$ cat config.mk
export PLATFORM = sky130hd
export DESIGN_NAME = fdiv_special_resolve
export DESIGN_NICKNAME = d
export VERILOG_FILES = /design/src/rtl/fdiv_special_resolve.sv
export SDC_FILE = /design/constraint.sdc
export NUM_CORES = 1
export LEC_CHECK = 0
export BUFFER_PORTS_ARGS = -buffer_cell sky130_fd_sc_hd__buf_2
export CAP_MARGIN = 30
export CORE_MARGIN = 2
export CORE_UTILIZATION = 31
export DETAILED_ROUTE_END_ITERATION = 16
export PLACE_DENSITY_LB_ADDON = 0.15
export SYNTH_ARGS = -nofsm -noshare
export SYNTH_HDL_FRONTEND = slang
export SYNTH_SLANG_ARGS = --single-unit
export TNS_END_PERCENT = 5
$ cat constraint.sdc
create_clock -name vclk -period 2.4
set_input_delay 0.24 -clock vclk [all_inputs]
set_output_delay 0.24 -clock vclk [all_outputs]
set_load 0.005 [all_outputs]
$ cat src/rtl/fdiv_special_resolve.sv
module fdiv_special_resolve #(
  parameter int EXP_W  = 8,
  parameter int FRAC_W = 23
) (
  input  logic [EXP_W+FRAC_W:0] dvd,
  input  logic [EXP_W+FRAC_W:0] dvs,
  output logic                  byp_valid,
  output logic [EXP_W+FRAC_W:0] byp_result,
  output logic                  flag_invalid,
  output logic                  flag_dz,
  output logic                  need_core,
  output logic                  res_sign
);
  localparam int W = EXP_W + FRAC_W + 1;
  localparam logic [EXP_W-1:0]  EXP_MAX = '1;
  localparam logic [FRAC_W-1:0] QBIT    = FRAC_W'(1) << (FRAC_W - 1);
  localparam logic [W-1:0]      DFLT_NAN = {1'b0, EXP_MAX, QBIT};

  logic [EXP_W-1:0]  ea, eb;
  logic [FRAC_W-1:0] fa, fb;
  logic a_zero, b_zero, a_inf, b_inf, a_nan, b_nan, a_snan, b_snan;

  assign ea = dvd[W-2:FRAC_W];
  assign eb = dvs[W-2:FRAC_W];
  assign fa = dvd[FRAC_W-1:0];
  assign fb = dvs[FRAC_W-1:0];

  assign a_zero = (ea == '0) && (fa == '0);
  assign b_zero = (eb == '0) && (fb == '0);
  assign a_inf  = (ea == EXP_MAX) && (fa == '0);
  assign b_inf  = (eb == EXP_MAX) && (fb == '0);
  assign a_nan  = (ea == EXP_MAX) && (fa != '0);
  assign b_nan  = (eb == EXP_MAX) && (fb != '0);
  assign a_snan = a_nan && !fa[FRAC_W-1];
  assign b_snan = b_nan && !fb[FRAC_W-1];

  assign res_sign = dvd[W-1] ^ dvs[W-1];

  always_comb begin
    byp_valid    = 1'b1;
    need_core    = 1'b0;
    flag_invalid = 1'b0;
    flag_dz      = 1'b0;
    byp_result   = {res_sign, {(W-1){1'b0}}};
    if (a_nan || b_nan) begin
      byp_result   = (a_nan ? dvd : dvs) | W'(QBIT);
      flag_invalid = a_snan || b_snan;
    end else if ((a_zero && b_zero) || (a_inf && b_inf)) begin
      byp_result   = DFLT_NAN;
      flag_invalid = 1'b1;
    end else if (a_inf || a_zero) begin
      byp_result   = {res_sign, dvd[W-2:0]};
    end else if (b_zero) begin
      byp_result   = {res_sign, EXP_MAX, {FRAC_W{1'b0}}};
      flag_dz      = 1'b1;
    end else if (b_inf) begin
      byp_result   = {res_sign, {(W-1){1'b0}}};
    end else begin
      byp_valid    = 1'b0;
      need_core    = 1'b1;
    end
  end
endmodule

# Word level (Yosys, flattened, before mapping)
# Index checks and enable logic that the tools add are counted.
[word_totals]
register_bits = 0
output_inout_bits = 37
[classes]
n_mux = 21
n_bitwise = 1
n_eq_ne = 2
n_reduce_logical = 22
[op_table]
columns = ["op", "n"]
rows = [
  ["$mux W32", 3],
  ["$mux W31", 2],
  ["$logic_not A23 Y1", 2],
  ["$reduce_bool A23 Y1", 2],
  ["$eq A8 B8 Y1 const B", 2],
  ["$logic_not A8 Y1", 2],
  ["$mux W1", 16],
  ["$logic_and A1 B1 Y1", 10],
  ["$logic_or A1 B1 Y1", 4],
  ["$logic_not A1 Y1", 2],
  ["$xor A1 B1 Y1", 1],
]

# Logic depth before layout (Yosys ltp)
[logic_depth]
word_depth = 7
ltp_mapped = 6
ltp_nobuf = 5

# Worst setup path before layout
# Ideal clock, no wire load.
[synth_path]
path_kind = "input -> output"
from = "input dvs[27]"
to = "output need_core"
path_buffers = 1
slack_ns = 0.546
t_arrival_ns = 1.614
cell_stages = 6
t_required_ns = 2.160
cell_sequence = "or4_4 > nor2_1 > or4b_4 > buf_6 > nand4_2 > inv_2"
[synth_between]
elab_chain_len = 7
word_cells_on_any_way = 14
classes_between = "1 x eq/ne; 5 x mux; 8 x reduce/logical"
[synth_lines]
columns = ["item", "line", "source"]
rows = [
  ["from (decl)", "6", "input logic [EXP_W+FRAC_W:0] dvs,"],
  ["$eq A8 B8 Y1", "31, 33", ""],
  ["$logic_and A1 B1 Y1", "31", "assign b_inf = (eb == EXP_MAX) && (fb == '0);"],
  ["$mux W1", "56", "end else if (b_inf) begin"],
  ["$mux W1", "53", "end else if (b_zero) begin"],
  ["$mux W1", "51", "end else if (a_inf || a_zero) begin"],
  ["$mux W1", "48", "end else if ((a_zero && b_zero) || (a_inf && b_inf)) begin"],
  ["$mux W1 *", "45", "if (a_nan || b_nan) begin"],
  ["to (decl)", "11", "output logic need_core,"],
]
# Mark *: on every way between the ends. The rest lies on a longest branch, timed or not.

# Worst setup path after layout
[layout_path]
from = "input dvs[27]"
to = "output byp_result[31]"
[layout_between]
elab_chain_len = 6
word_cells_on_any_way = 11
classes_between = "1 x eq/ne; 2 x mux; 8 x reduce/logical"
[layout_lines]
columns = ["item", "line", "source"]
rows = [
  ["$eq A8 B8 Y1 / $logic_not A8 Y1 (equally long branches)", "31, 33, 29", ""],
  ["$logic_and A1 B1 Y1, on equally long branches", "31, 29", ""],
  ["$logic_and A1 B1 Y1", "48", ""],
  ["$logic_or A1 B1 Y1", "48", ""],
  ["$mux W32", "48", ""],
  ["$mux W32 *", "45", ""],
  ["to (decl)", "8", "output logic [EXP_W+FRAC_W:0] byp_result,"],
]
# Marks and branches as above.

==> flow_summary.yaml <==
timing:
  slew_viol_final: 0
  worst_slack_ns: 0.159
  layout_worst_path_cycle_share: 0.934
  max_slew_margin: 0.690
  setup_repair_after_global_routing_missed_its_margin: "false"
  worst-slew-pin-transition_ns: 0.463
  totalNegativeSetupSlack_ns: 0
  timing_hold_violations_final: 0
  setup_violations: 0
  maxClockFrequency_mhz: 446
  layout_min_cycle_time_ns: 2.24
worst_setup_path:
  worst_path_most_repeated_cell: "sky130_fd_sc_hd__buf_2"
  worst_setup_path_start_kind: "input pin"
  critPathMaxStageDelay_ns: 0.56
  worstPathCellList: "buf_2 -> or4_4 -> nor2_1 -> or4b_4 -> o221ai_1 -> o211ai_1 -> buf_2"
  critical_path_buf_inv_count: 2
  crit_fanout: 12
  cpLargestDelayFamily: "simple AND/OR/NAND/NOR gates"
  required_ns: 2.16
  critical_path.slowest_cell: "sky130_fd_sc_hd__or4b_4"
  critPathArrivalTime_ns: 2.00
  worstSetupPathType: "input pin to primary output"
  cp-end-kind: "primary output"
global_routing:
  wire_length_of_the_first_global_routing_pass_um: 4560
  antenna_found_initial: 0
  globalRouteTotalUtil: 0.211
  grt_overflow: 0
  via_count_of_the_first_global_routing_pass: 1078
  grt_max_degree: 23
power:
  power-per-cell-area_mw_per_mm2: 74.5
  pwr-share-clk: 0
  sw_frac_of_total: 0.437
  cellInternalPower_mw: 0.0505
  cellLeakagePower_nw: 0.648
  max-vdd-ir-drop_v: 0.0000471
  power_frac_comb: 1.000
  net_switching_mw: 0.0391
  power.sequential.fraction: 0
synthesis:
  top_count_cell_post_synth: "sky130_fd_sc_hd__a22o_1"
  netlist.top_cell.by_area: "sky130_fd_sc_hd__a22o_1"
  synth.distinct_cells: 31
  synth_warnings: 0
  synthesized_net_count: 158
  post_synth_inst_count: 94
  yosys-top-cells-count: "22 x sky130_fd_sc_hd__a22o_1, 11 x sky130_fd_sc_hd__nor4_1, 9 x sky130_fd_sc_hd__o211ai_1"
  sequential_to_total_area_share_from_yosys_stat: 0
  synth_area_um2: 689
  netlist_top_cells_area: "sky130_fd_sc_hd__a22o_1 28%, sky130_fd_sc_hd__nor4_1 10%, sky130_fd_sc_hd__o211ai_1 9.8%"
  synthesis.area_per_instance_um2: 7.33
  netlist.area_leader.share: 0.279
run:
  max_cap_viol_count: 0
final_layout:
  final.clkbuf_count: 0
  antenna-diode-count: 0
  num-nets-final: 256
  layout-drive-gt1-share: 0.605
  post-route-util: 0.560
  design.seq.count: 0
  area_delta_synth_final_pct: 74.4
  layout.area.seq_um2: 0
floorplanning:
  floorplan.die.width_um: 51.2
  initial_utilization: 0.321
  design.core.area_mm2: 0.00215
  total_die_area_mm2: 0.00262
  floorplan.io_pins: 101
  height_of_the_chip_um: 51.2
  std_cell_rows: 17
drt:
  dr.first_iter.drc_count: 11
  final_antenna_net_count: 0
  drt-pass1-iter-count: 4
  detailroute.wirelength.met3_um: 169
  m1WireLength_um: 1100
  drcViolationCount: 0
  met2_length_um: 1570
  routed_via_density: 5.46
  top_signal_layer_used: "met3"
  route.final.wire_length_um: 2840
  wl_per_cell_um: 13.0
  number_of_vias_in_the_routed_layout: 1190
clocking:
  post-cts-setup-buffer-count: 0
  cts-hold-fix-buffers: 0
outcome:
  run_status: "finished clean"
placed_design:
  port-buffer-count: 101
  gp_congestion: 0.854
  placement.setup.worst_slack_ns: -0.0133
  hpwlAfterDp_um: 2440
worst_hold_path:
  worst_min_delay_path_class: "input pin to primary output"
==> what timing repair did <==
action,CTS,global route
pin swaps,1,1
resized for setup,0,1
endpoints found under the setup margin,18,22
gates cloned,0,1
==> layer usage <==
metal,vias to the layer above,GRT usage
met4,0,0.00901
met2,44,0.431
met3,0,0.00585
met5,-,0
li1,608,-
met1,538,0.251
==> cells in the final DEF (no fill, tap or decap), drive strengths merged <==
cell	instances
nor2	5
or4	4
a22o	22
or2	3
or4b	1
o32ai	1
a211o	1
a21oi	1
o311ai	1
nand2	5
nand2b	1
o41a	1
and4	1
nand4	7
inv	3
nor3	5
or3	1
o211ai	9
xor2	1
o22ai	1
nor4	11
buf	104
o221ai	1
==> through the flow <==
| step | instance area [µm²] | total power, mW | instances | hold WS, ns |
|---|---|---|---|---|
| final | 1200 | 0.0896 | 218 | 0.763 |
| after global routing | 1200 | 0.0997 | 218 | 0.784 |
| after CTS | 1190 | 0.0897 | 217 | 0.769 |
| after detailed placement | 1190 | 0.0897 | 217 | 0.769 |
| after global placement | 1190 | 0.0868 | 217 | 0.761 |
| after floorplan | 689 | 0.0175 | 94 | 0.531 |
==> cells by family after synthesis <==
kind of cell	count (synthesis)	share of synthesized area
xor gates and xnor gates	1	0.0127
buffers and inverters	12	0.113
AOI/OAI and AO/OA	38	0.466
and+or+nand+nor	43	0.408
==> cell type report <==
type | count | area [µm²]
Timing Repair Buffer | 104 | 528
Tap cell | 28 | 35.0
Inverter | 3 | 11.3
Fill cell | 226 | 946
Multi-Input combinational cell | 83 | 628
==> worst paths after layout <==
check | start | to | slack, ns | cells after the start
setup / recovery | dvs[27] | byp_result[31] | 0.16 | 7
hold / removal | dvs[31] | res_sign | 0.76 | 3
==> tightest hold or removal path, stage by stage <==
cell                     delay (ns)
sky130_fd_sc_hd__buf_2         0.10
sky130_fd_sc_hd__xor2_1        0.06
sky130_fd_sc_hd__buf_2         0.12
==> power by group through the flow <==
stage	Combinational (mW)	Sequential, mW	Clock, mW
global route	0.0997	0	0
detailed placement	0.0897	0	0
finish	0.0896	0	0
floorplan	0.0175	0	0
global placement	0.0868	0	0
CTS	0.0897	0	0
Note: power is estimated with default switching activity, not from simulation.
